--- config.mk ---
export PLATFORM = sky130hd
export DESIGN_NAME = sadc_ctl_top
export DESIGN_NICKNAME = d
export VERILOG_FILES = /design/src/rtl/sadc_pkg.sv /design/src/rtl/sadc_cfg_regs.sv /design/src/rtl/sadc_sequencer.sv /design/src/rtl/sadc_irq_flag.sv /design/src/rtl/sadc_ctl_top.sv
export SDC_FILE = /design/constraint.sdc
export NUM_CORES = 1
export LEC_CHECK = 0
export BUFFER_PORTS_ARGS = -buffer_cell sky130_fd_sc_hd__buf_2
export CAP_MARGIN = 20
export CORE_UTILIZATION = 46
export CTS_CLUSTER_SIZE = 24
export DETAILED_ROUTE_END_ITERATION = 12
export PLACE_DENSITY = 0.91
export REMOVE_ABC_BUFFERS = 1
export SYNTH_ARGS = -nofsm -noshare
export SYNTH_HDL_FRONTEND = slang
export SYNTH_HIERARCHICAL = 1
export SYNTH_SLANG_ARGS = --single-unit
--- constraint.sdc ---
create_clock -name clk -period 1.9 [get_ports clk]
set_input_delay 0.19 -clock clk [delete_from_list [all_inputs] [get_ports clk]]
set_output_delay 0.19 -clock clk [all_outputs]
set_load 0.01 [all_outputs]
--- src/rtl/sadc_pkg.sv ---
// Shared register map, field positions and sequencer states for the
// converter control block. Assumes a 32-bit bus addressed by word index.
package sadc_pkg;
    localparam int ADDR_W = 6;
    localparam int BUS_W  = 32;

    localparam logic [ADDR_W-1:0] W_CTRL = 6'd0;
    localparam logic [ADDR_W-1:0] W_CFG  = 6'd1;
    localparam logic [ADDR_W-1:0] W_DATA = 6'd19;
    localparam logic [ADDR_W-1:0] W_IEN  = 6'd20;
    localparam logic [ADDR_W-1:0] W_CLR  = 6'd21;
    localparam logic [ADDR_W-1:0] W_MSK  = 6'd22;
    localparam logic [ADDR_W-1:0] W_RAW  = 6'd23;

    localparam int B_ON     = 0;
    localparam int B_RUN    = 1;
    localparam int B_WIDE   = 2;
    localparam int B_CNT_LO = 4;
    localparam int B_CH_LO  = 0;
    localparam int B_SC_LO  = 9;

    typedef enum logic [1:0] {
        SQ_IDLE  = 2'd0,
        SQ_ISSUE = 2'd1,
        SQ_WAIT  = 2'd2
    } seq_state_e;
endpackage

--- src/rtl/sadc_cfg_regs.sv ---
// Control and channel-configuration registers.
// Assumes: single-cycle writes; the sequencer reports burst completion
// with a one-cycle finish pulse. The run bit is set only by software and
// cleared by completion or by turning the converter off.
module sadc_cfg_regs
    import sadc_pkg::*;
#(
    parameter int CHAN_W  = 5,
    parameter int SCALE_W = 2,
    parameter int CNT_W   = 4
) (
    input  logic               clk,
    input  logic               rst_n,
    input  logic               we,
    input  logic [ADDR_W-1:0]  addr,
    input  logic [BUS_W-1:0]   wdata,
    input  logic               seq_finish,
    output logic               on_q,
    output logic               run_q,
    output logic               wide_q,
    output logic [CNT_W-1:0]   cnt_q,
    output logic [CHAN_W-1:0]  chan_q,
    output logic [SCALE_W-1:0] scale_q
);
    logic wr_ctrl, wr_cfg, on_next;
    logic unused_wdata;

    assign unused_wdata = ^wdata;
    assign wr_ctrl      = we && (addr == W_CTRL);
    assign wr_cfg       = we && (addr == W_CFG);
    assign on_next      = wr_ctrl ? wdata[B_ON] : on_q;

    // Control fields: converter-on, mode and repeat count.
    always_ff @(posedge clk) begin
        if (!rst_n) begin
            on_q   <= 1'b0;
            wide_q <= 1'b0;
            cnt_q  <= '0;
        end else if (wr_ctrl) begin
            on_q   <= wdata[B_ON];
            wide_q <= wdata[B_WIDE];
            cnt_q  <= wdata[B_CNT_LO +: CNT_W];
        end
    end

    // Run bit: a software set needs the converter on; completion or power-off clears it.
    always_ff @(posedge clk) begin
        if (!rst_n) begin
            run_q <= 1'b0;
        end else if (wr_ctrl && wdata[B_RUN] && on_next) begin
            run_q <= 1'b1;
        end else if (!on_next || seq_finish) begin
            run_q <= 1'b0;
        end
    end

    // Channel and scale selection.
    always_ff @(posedge clk) begin
        if (!rst_n) begin
            chan_q  <= '0;
            scale_q <= '0;
        end else if (wr_cfg) begin
            chan_q  <= wdata[B_CH_LO +: CHAN_W];
            scale_q <= wdata[B_SC_LO +: SCALE_W];
        end
    end

    assert_run_needs_on_R9: assert property (@(posedge clk) disable iff (!rst_n)
        run_q |-> on_q);
endmodule

--- src/rtl/sadc_sequencer.sv ---
// Burst sequencer: issues one start strobe per sample, waits for the
// converter's done pulse, captures the sample, and counts down the
// repeat count. Assumes the converter answers each strobe at most once;
// done pulses outside the wait state are dropped.
module sadc_sequencer
    import sadc_pkg::*;
#(
    parameter int CNT_W    = 4,
    parameter int SAMPLE_W = 12
) (
    input  logic                clk,
    input  logic                rst_n,
    input  logic                on,
    input  logic                run,
    input  logic [CNT_W-1:0]    cnt,
    input  logic                cvt_done,
    input  logic [SAMPLE_W-1:0] cvt_sample,
    output logic                cvt_start,
    output logic                finish,
    output logic [SAMPLE_W-1:0] sample_q
);
    seq_state_e       state_q;
    logic [CNT_W-1:0] left_q;
    logic             take;

    assign take      = (state_q == SQ_WAIT) && on && cvt_done;
    assign finish    = take && (left_q == '0);
    assign cvt_start = (state_q == SQ_ISSUE) && on;

    // State walk and remaining-sample count; power-off forces idle.
    always_ff @(posedge clk) begin
        if (!rst_n) begin
            state_q <= SQ_IDLE;
            left_q  <= '0;
        end else begin
            case (state_q)
                SQ_IDLE: if (run && on) begin
                    state_q <= SQ_ISSUE;
                    left_q  <= cnt;
                end
                SQ_ISSUE: state_q <= on ? SQ_WAIT : SQ_IDLE;
                SQ_WAIT: begin
                    if (!on) begin
                        state_q <= SQ_IDLE;
                    end else if (cvt_done) begin
                        if (left_q == '0) begin
                            state_q <= SQ_IDLE;
                        end else begin
                            left_q  <= left_q - 1'b1;
                            state_q <= SQ_ISSUE;
                        end
                    end
                end
                default: state_q <= SQ_IDLE;
            endcase
        end
    end

    // Sample capture on an awaited done pulse.
    always_ff @(posedge clk) begin
        if (!rst_n) begin
            sample_q <= '0;
        end else if (take) begin
            sample_q <= cvt_sample;
        end
    end

    assert_start_single_R5: assert property (@(posedge clk) disable iff (!rst_n)
        cvt_start |=> !cvt_start);
    assert_abort_idle_R10: assert property (@(posedge clk) disable iff (!rst_n)
        (state_q != SQ_IDLE && !on) |=> (state_q == SQ_IDLE));
    assert_idle_holds_sample_R12: assert property (@(posedge clk) disable iff (!rst_n)
        (state_q == SQ_IDLE) |=> $stable(sample_q));
endmodule

--- src/rtl/sadc_irq_flag.sv ---
// Completion flag and interrupt gating. Assumes finish is a one-cycle
// pulse; a completion outranks a simultaneous clear write.
module sadc_irq_flag
    import sadc_pkg::*;
(
    input  logic              clk,
    input  logic              rst_n,
    input  logic              we,
    input  logic [ADDR_W-1:0] addr,
    input  logic              wbit0,
    input  logic              finish,
    output logic              raw_q,
    output logic              ien_q,
    output logic              masked
);
    logic clr_hit;

    assign clr_hit = we && (addr == W_CLR) && wbit0;
    assign masked  = raw_q & ien_q;

    // Raw completion flag: set on finish, else cleared by write-one.
    always_ff @(posedge clk) begin
        if (!rst_n) begin
            raw_q <= 1'b0;
        end else if (finish) begin
            raw_q <= 1'b1;
        end else if (clr_hit) begin
            raw_q <= 1'b0;
        end
    end

    // Interrupt enable bit.
    always_ff @(posedge clk) begin
        if (!rst_n) begin
            ien_q <= 1'b0;
        end else if (we && addr == W_IEN) begin
            ien_q <= wbit0;
        end
    end

    assert_finish_sets_raw_R11: assert property (@(posedge clk) disable iff (!rst_n)
        finish |=> raw_q);
    assert_raw_rise_cause_R7: assert property (@(posedge clk) disable iff (!rst_n)
        $rose(raw_q) |-> $past(finish));
endmodule

--- src/rtl/sadc_ctl_top.sv ---
// Top of the converter control block: wires the register file, burst
// sequencer and interrupt flag, and muxes the read word.
// Assumes reads are combinational on bus_addr.
module sadc_ctl_top
    import sadc_pkg::*;
#(
    parameter int CHAN_W   = 5,
    parameter int SCALE_W  = 2,
    parameter int CNT_W    = 4,
    parameter int SAMPLE_W = 12
) (
    input  logic                clk,
    input  logic                rst_n,
    input  logic                bus_we,
    input  logic [ADDR_W-1:0]   bus_addr,
    input  logic [BUS_W-1:0]    bus_wdata,
    output logic [BUS_W-1:0]    bus_rdata,
    output logic                cvt_start,
    output logic [CHAN_W-1:0]   cvt_chan,
    output logic [SCALE_W-1:0]  cvt_scale,
    output logic                cvt_wide,
    input  logic                cvt_done,
    input  logic [SAMPLE_W-1:0] cvt_sample,
    output logic                irq
);
    logic                on_q, run_q, finish, raw_q, ien_q, masked;
    logic [CNT_W-1:0]    cnt_q;
    logic [SAMPLE_W-1:0] sample_q;

    sadc_cfg_regs #(.CHAN_W(CHAN_W), .SCALE_W(SCALE_W), .CNT_W(CNT_W)) u_regs (
        .clk(clk), .rst_n(rst_n), .we(bus_we), .addr(bus_addr), .wdata(bus_wdata),
        .seq_finish(finish), .on_q(on_q), .run_q(run_q), .wide_q(cvt_wide),
        .cnt_q(cnt_q), .chan_q(cvt_chan), .scale_q(cvt_scale)
    );

    sadc_sequencer #(.CNT_W(CNT_W), .SAMPLE_W(SAMPLE_W)) u_seq (
        .clk(clk), .rst_n(rst_n), .on(on_q), .run(run_q), .cnt(cnt_q),
        .cvt_done(cvt_done), .cvt_sample(cvt_sample), .cvt_start(cvt_start),
        .finish(finish), .sample_q(sample_q)
    );

    sadc_irq_flag u_irq (
        .clk(clk), .rst_n(rst_n), .we(bus_we), .addr(bus_addr),
        .wbit0(bus_wdata[0]), .finish(finish), .raw_q(raw_q), .ien_q(ien_q),
        .masked(masked)
    );

    assign irq = masked;

    // Read mux: each word returns its own fields, zeros elsewhere.
    always_comb begin
        bus_rdata = '0;
        case (bus_addr)
            W_CTRL: begin
                bus_rdata[B_ON]                = on_q;
                bus_rdata[B_RUN]               = run_q;
                bus_rdata[B_WIDE]              = cvt_wide;
                bus_rdata[B_CNT_LO +: CNT_W]   = cnt_q;
            end
            W_CFG: begin
                bus_rdata[B_CH_LO +: CHAN_W]   = cvt_chan;
                bus_rdata[B_SC_LO +: SCALE_W]  = cvt_scale;
            end
            W_DATA:  bus_rdata[SAMPLE_W-1:0] = sample_q;
            W_IEN:   bus_rdata[0]            = ien_q;
            W_MSK:   bus_rdata[0]            = masked;
            W_RAW:   bus_rdata[0]            = raw_q;
            default: bus_rdata = '0;
        endcase
    end

    assert_irq_follows_raw_R8: assert property (@(posedge clk) disable iff (!rst_n)
        irq |-> raw_q);
endmodule

# Word level (Yosys, flattened, before mapping)

Cells that the tools add are included.

Register bits after elaboration: 34
Input port bits: 54

Bitwise gates (word level): 1
$add $sub $neg: 1
Equality and inequality tests: 13
Reductions and logical operators: 22
Muxes and demuxes: 24

Operators with widths:

| cell                                                                    | number |
|---|---|
| 6-bit by 5-bit equality test with 1-bit output, second input constant   | 5 |
| 4-bit two-way mux                                                       | 4 |
| 1-bit logical AND                                                       | 12 |
| 2-bit case mux with 3 select lines                                      | 2 |
| 1-bit two-way mux                                                       | 8 |
| 2-bit two-way mux                                                       | 4 |
| 4-bit case mux with 2 select lines                                      | 1 |
| 6-bit by 1-bit equality test with 1-bit output, second input constant   | 1 |
| 6-bit zero test                                                         | 1 |
| 2-bit inequality test, second input constant                            | 3 |
| 1-bit case mux with 6 select lines                                      | 1 |
| 3-bit case mux with 2 select lines                                      | 1 |
| 2-bit nonzero test                                                      | 3 |
| 5-bit AND reduction                                                     | 1 |
| 4-bit zero test                                                         | 1 |
| 2-bit case mux with 2 select lines                                      | 1 |
| 4-bit by 1-bit subtractor with 4-bit output, second input constant      | 1 |
| 3-bit inequality test, second input constant                            | 1 |
| 1-bit case mux with 3 select lines                                      | 1 |
| 2-bit by 1-bit equality test with 1-bit output, second input constant   | 1 |
| 2-bit equality test, second input constant                              | 1 |
| 2-bit zero test                                                         | 1 |
| 2-bit by 1-bit inequality test with 1-bit output, second input constant | 1 |
| 1-bit case mux with 2 select lines                                      | 1 |
| 4 further kinds                                                         | 4 |

# Logic depth before layout (Yosys ltp)

Word-level depth: 7
Gate-level depth with buffers: 7

# By module

The synthesis kept the hierarchy.

By module, submodules not included:

| module         | sequential area each (µm²) | cells each | area each (µm²) | times used |
|---|---|---|---|---|
| sadc_sequencer | 360.3                      | 94         | 775.7           | 1 |
| sadc_cfg_regs  | 280.3                      | 63         | 604.3           | 1 |
| sadc_ctl_top   | 0.0                        | 50         | 421.7           | 1 |
| sadc_irq_flag  | 40.0                       | 14         | 116.4           | 1 |

# Least setup slack after synthesis

No wires, ideal clock.

Path kind: reg-to-reg
Start: register u_seq.left_q[0]
End: register u_seq.left_q[0]
Stages on the path, launching flop included: 7
Arrival: 1432 ps
Setup slack: 388 ps
Library setup time: 79 ps
Required time: 1821 ps
Path buffers: 0
Path through: dfxtp_1 > inv_1 > ha_1 > or3b_4 > a21oi_4 > a211oi_2 > a211oi_2

Word-level cells in the longest chain between the ends: 5

Ends and longest elaborated chain:

| what                                        | RTL line             | text |
|---|---|---|
| start, declared                             | sadc_sequencer.sv:23 | `logic [CNT_W-1:0] left_q;` |
| start signal, assigned                      | sadc_sequencer.sv:39 | `left_q <= cnt;` |
| start signal, assigned                      | sadc_sequencer.sv:49 | `left_q <= left_q - 1'b1;` |
| 4-bit by 1-bit subtractor with 4-bit output | sadc_sequencer.sv:49 |  |
| 4-bit two-way mux                           | sadc_sequencer.sv:46 | `if (left_q == '0) begin` |
| 4-bit two-way mux                           | sadc_sequencer.sv:45 | `end else if (cvt_done) begin` |
| 4-bit two-way mux                           | sadc_sequencer.sv:43 | `if (!on) begin` |
| 4-bit case mux with 2 select lines          | sadc_sequencer.sv:36 | `case (state_q)` |

Several ways; a longest one is shown, not always the timed one. The select of a mux whose other input is x is not followed.
A chain may end at the register's enable or synchronous reset.

# Final worst setup path

Start: input port bus_addr[1]
End: output port bus_rdata[6]

Word-level cells in the longest chain between the ends: 2

Ends and longest elaborated chain:

| what                                                                              | RTL line           | text |
|---|---|---|
| start, declared                                                                   | sadc_ctl_top.sv:15 | `input logic [ADDR_W-1:0] bus_addr,` |
| 6-bit by 5-bit equality test with 1-bit output or 6-bit zero test (tied branches) | sadc_ctl_top.sv:53 | `case (bus_addr)` |
| 3-bit case mux with 2 select lines (*)                                            | sadc_ctl_top.sv:53 |  |
| end, declared                                                                     | sadc_ctl_top.sv:17 | `output logic [BUS_W-1:0] bus_rdata,` |

Every way passes the cells marked *; elsewhere a longest branch is shown, timed or not.

==> impl_metrics.json <==
{
  "outcome": "finished, final reports clean",
  "cp-start-kind": "input pin",
  "ys_seq_area_frac": 0.355,
  "p_leak_uw": 0.00103,
  "ys_warn_count": 6,
  "area_delta_synth_final_pct": 18.3,
  "worstSetupPathType": "in -> out",
  "post_cts_buffers": 0,
  "clkSinkCount": 34,
  "wl_um": 4640,
  "fillCellCount": 371,
  "cts_buffer_depth": 2,
  "core_sq_mm": 0.00400,
  "netSwitchingFraction": 0.229,
  "rrSetupSlack_ps": 250,
  "syn_area_sq_mm": 0.00192,
  "p_per_area_mw_per_mm2": 657,
  "ys_types": 49,
  "pin_count": 96,
  "required_ps": 1710,
  "ir_drop_v": 0.000418,
  "period_share": 0.907,
  "grt_pass1_vias": 1573,
  "drc_errors": 0,
  "cp-endpoint": "bus_rdata[6]",
  "insertion_delay_ps": 290,
  "async_flop_share": 0,
  "port_buffers": 53,
  "antenna_found_initial": 0,
  "r2r_end": "u_seq/left_q[0]",
  "grt-ovfl-total": 0,
  "cts_resized": 0,
  "p_int_uw": 1150,
  "postRouteAntennaNets": 0,
  "finalSetupViolations": 0,
  "die-height_um": 66.6,
  "track_usage": 0.219,
  "hold_viol": 0,
  "synthCells": 221,
  "die_w_um": 66.6,
  "final_max_slew_viol_count": 0,
  "fin_util": 0.567,
  "vias": 1722,
  "post-route-min-period_ps": 1720,
  "maxCapViolations": 0,
  "end_kind": "output pin",
  "syn_area_per_cell_sq_um": 8.68,
  "grt_max_degree": 32,
  "seq_power_share": 0.480,
  "cts-root-buf": "clkbuf_8",
  "diodes": 0,
  "synth_edf_count": 0,
  "die_area_sq_mm": 0.00443,
  "initial_core_util": 0.480,
  "grt_pass1_wl_um": 7100,
  "fin_nets": 332,
  "setup_tns_ps": 0,
  "place.gp.congestion": 0.769,
  "skew_ps": 6.45,
  "reg2reg_from": "u_seq/left_q[0]",
  "p_sw_uw": 342,
  "wl_per_cell_um": 14.1,
  "cts_tree": "built",
  "numCtsBuffers": 5,
  "hold_buffers": 0,
  "drt_iter0_drc": 99,
  "combPwrFrac": 0.080,
  "ys.flop_type": "dfxtp_1",
  "max_freq_mhz": 580,
  "rows": 23,
  "startpoint": "bus_addr[1]",
  "cts_max_level": 2,
  "drtPass1Iterations": 4,
  "synth.ff_latch_count": 34,
  "clkPwrFrac": 0.440,
  "rr_worst_depth": 6,
  "viasPerCell": 5.25,
  "drive_above_1_share": 0.295,
  "rsz0062_at_grt": "false",
  "place_hpwl_um": 3300,
  "arrival_ps": 1530,
  "crit_fanout": 6,
  "clkTransAtPathRegs_ps": 70,
  "hold_class": "in -> reg"
}
## metal layers
metal | part of all wire | wire length [um] | global-route usage
met1 | 0.42 | 1940 | 0.256
met2 | 0.49 | 2280 | 0.352
met3 | 0.069 | 319 | 0.0685
met4 | 0.023 | 106 | 0.117
met5 | 0 | 0 | 0
## synth_stat cells (4+ instances only)
cell | instances | share of area
and2_1 | 4 | 0.013
inv_1 | 4 | 0.0078
mux2i_1 | 20 | 0.10
nor2_1 | 6 | 0.012
a21oi_1 | 15 | 0.039
nand2_1 | 56 | 0.11
buf_2 | 4 | 0.010
dfxtp_1 | 34 | 0.35
buf_4 | 20 | 0.078
## metrics by stage
step | cell area [sq um] | std cells | hold WS [ps] | setup WS, ps | total power, uW
6_report | 2270 | 328 | 127 | 177 | 1490
4_1_cts | 2270 | 328 | 122 | 205 | 1500
3_3_place_gp | 2160 | 320 | 432 | 250 | 845
2_1_floorplan | 1800 | 212 | 307 | 352 | 777
3_5_place_dp | 2160 | 320 | 437 | 213 | 848
5_1_grt | 2270 | 328 | 132 | 135 | 1540
## kinds of logic after synthesis
family / after synthesis / synth area share
compound gates: 37 / 0.155
fa+ha+maj: 1 / 0.00652
simple gates: 95 / 0.267
buf+inv: 33 / 0.110
other cells: 1 / 0.00196
flops: 34 / 0.355
mux: 20 / 0.104
## power by group through the flow
stage	clock network [uW]	registers (uW)	logic (uW)
2_1_floorplan	0	731	46.0
3_3_place_gp	0	731	114
3_5_place_dp	0	731	117
4_1_cts	667	715	118
5_1_grt	694	714	130
6_report	656	715	119
## worst max-delay path, stage by stage
cell and delay, ps:
buf_2 150, or4_4 590, nor3_2 260, a22o_1 210
buf_2 130
## final cells by class
| type | instances | area [sq um] | share of cell area |
|---|---|---|---|
| Multi-Input combinational cell | 173 | 1100 | 0.484 |
| Sequential cell | 34 | 681 | 0.300 |
| Timing Repair Buffer | 58 | 303 | 0.133 |
| Clock buffer | 7 | 76.3 | 0.0336 |
| Tap cell | 50 | 62.6 | 0.0276 |
| Clock inverter | 1 | 30.0 | 0.0132 |
| Inverter | 5 | 18.8 | 0.00827 |
## how the worst min path moves through the flow
stage,depth (start not counted),slack (ps),from,endpoint
after global routing,3,130,cvt_sample[6],u_seq/sample_q[6]
after detailed placement,3,440,cvt_sample[5],u_seq/sample_q[5]
after floorplan,2,310,rst_n,u_irq/raw_q
final,3,130,cvt_sample[5],u_seq/sample_q[5]
after CTS,3,120,cvt_sample[5],u_seq/sample_q[5]
after global placement,3,430,cvt_sample[9],u_seq/sample_q[9]
## registers in the layout, summed over array words and instances (netlist names)
register        count
u_regs/chan_q       5
u_seq/left_q        4
u_seq/state_q       2
u_seq/sample_q     12
u_regs/scale_q      2
u_regs/run_q        1
u_irq/raw_q         1
u_regs/wide_q       1
u_regs/cnt_q        4
u_irq/ien_q         1
u_regs/on_q         1
## cell usage in the layout (no fill, tap or decap), types with 2 or more instances in the layout
cell / netlist / layout
dfxtp_1: 34 / 34
and2_1: 4 / 4
nor2_1: 6 / 6
nand2_1: 56 / 56
clkbuf_8: 0 / 5
a211oi_2: 2 / 2
mux2i_1: 20 / 20
o2bb2ai_2: 3 / 3
nor2b_1: 3 / 3
buf_4: 20 / 5
a32o_1: 3 / 3
a21oi_1: 15 / 15
nor3_1: 3 / 3
nand2b_1: 2 / 2
inv_1: 4 / 4
o21ai_0: 2 / 2
clkbuf_1: 3 / 2
o32ai_1: 2 / 2
a22o_1: 3 / 3
conb_1: 1 / 20
buf_2: 4 / 53
nand3_1: 3 / 3
No activity file was read; power rests on OpenSTA's default activity.
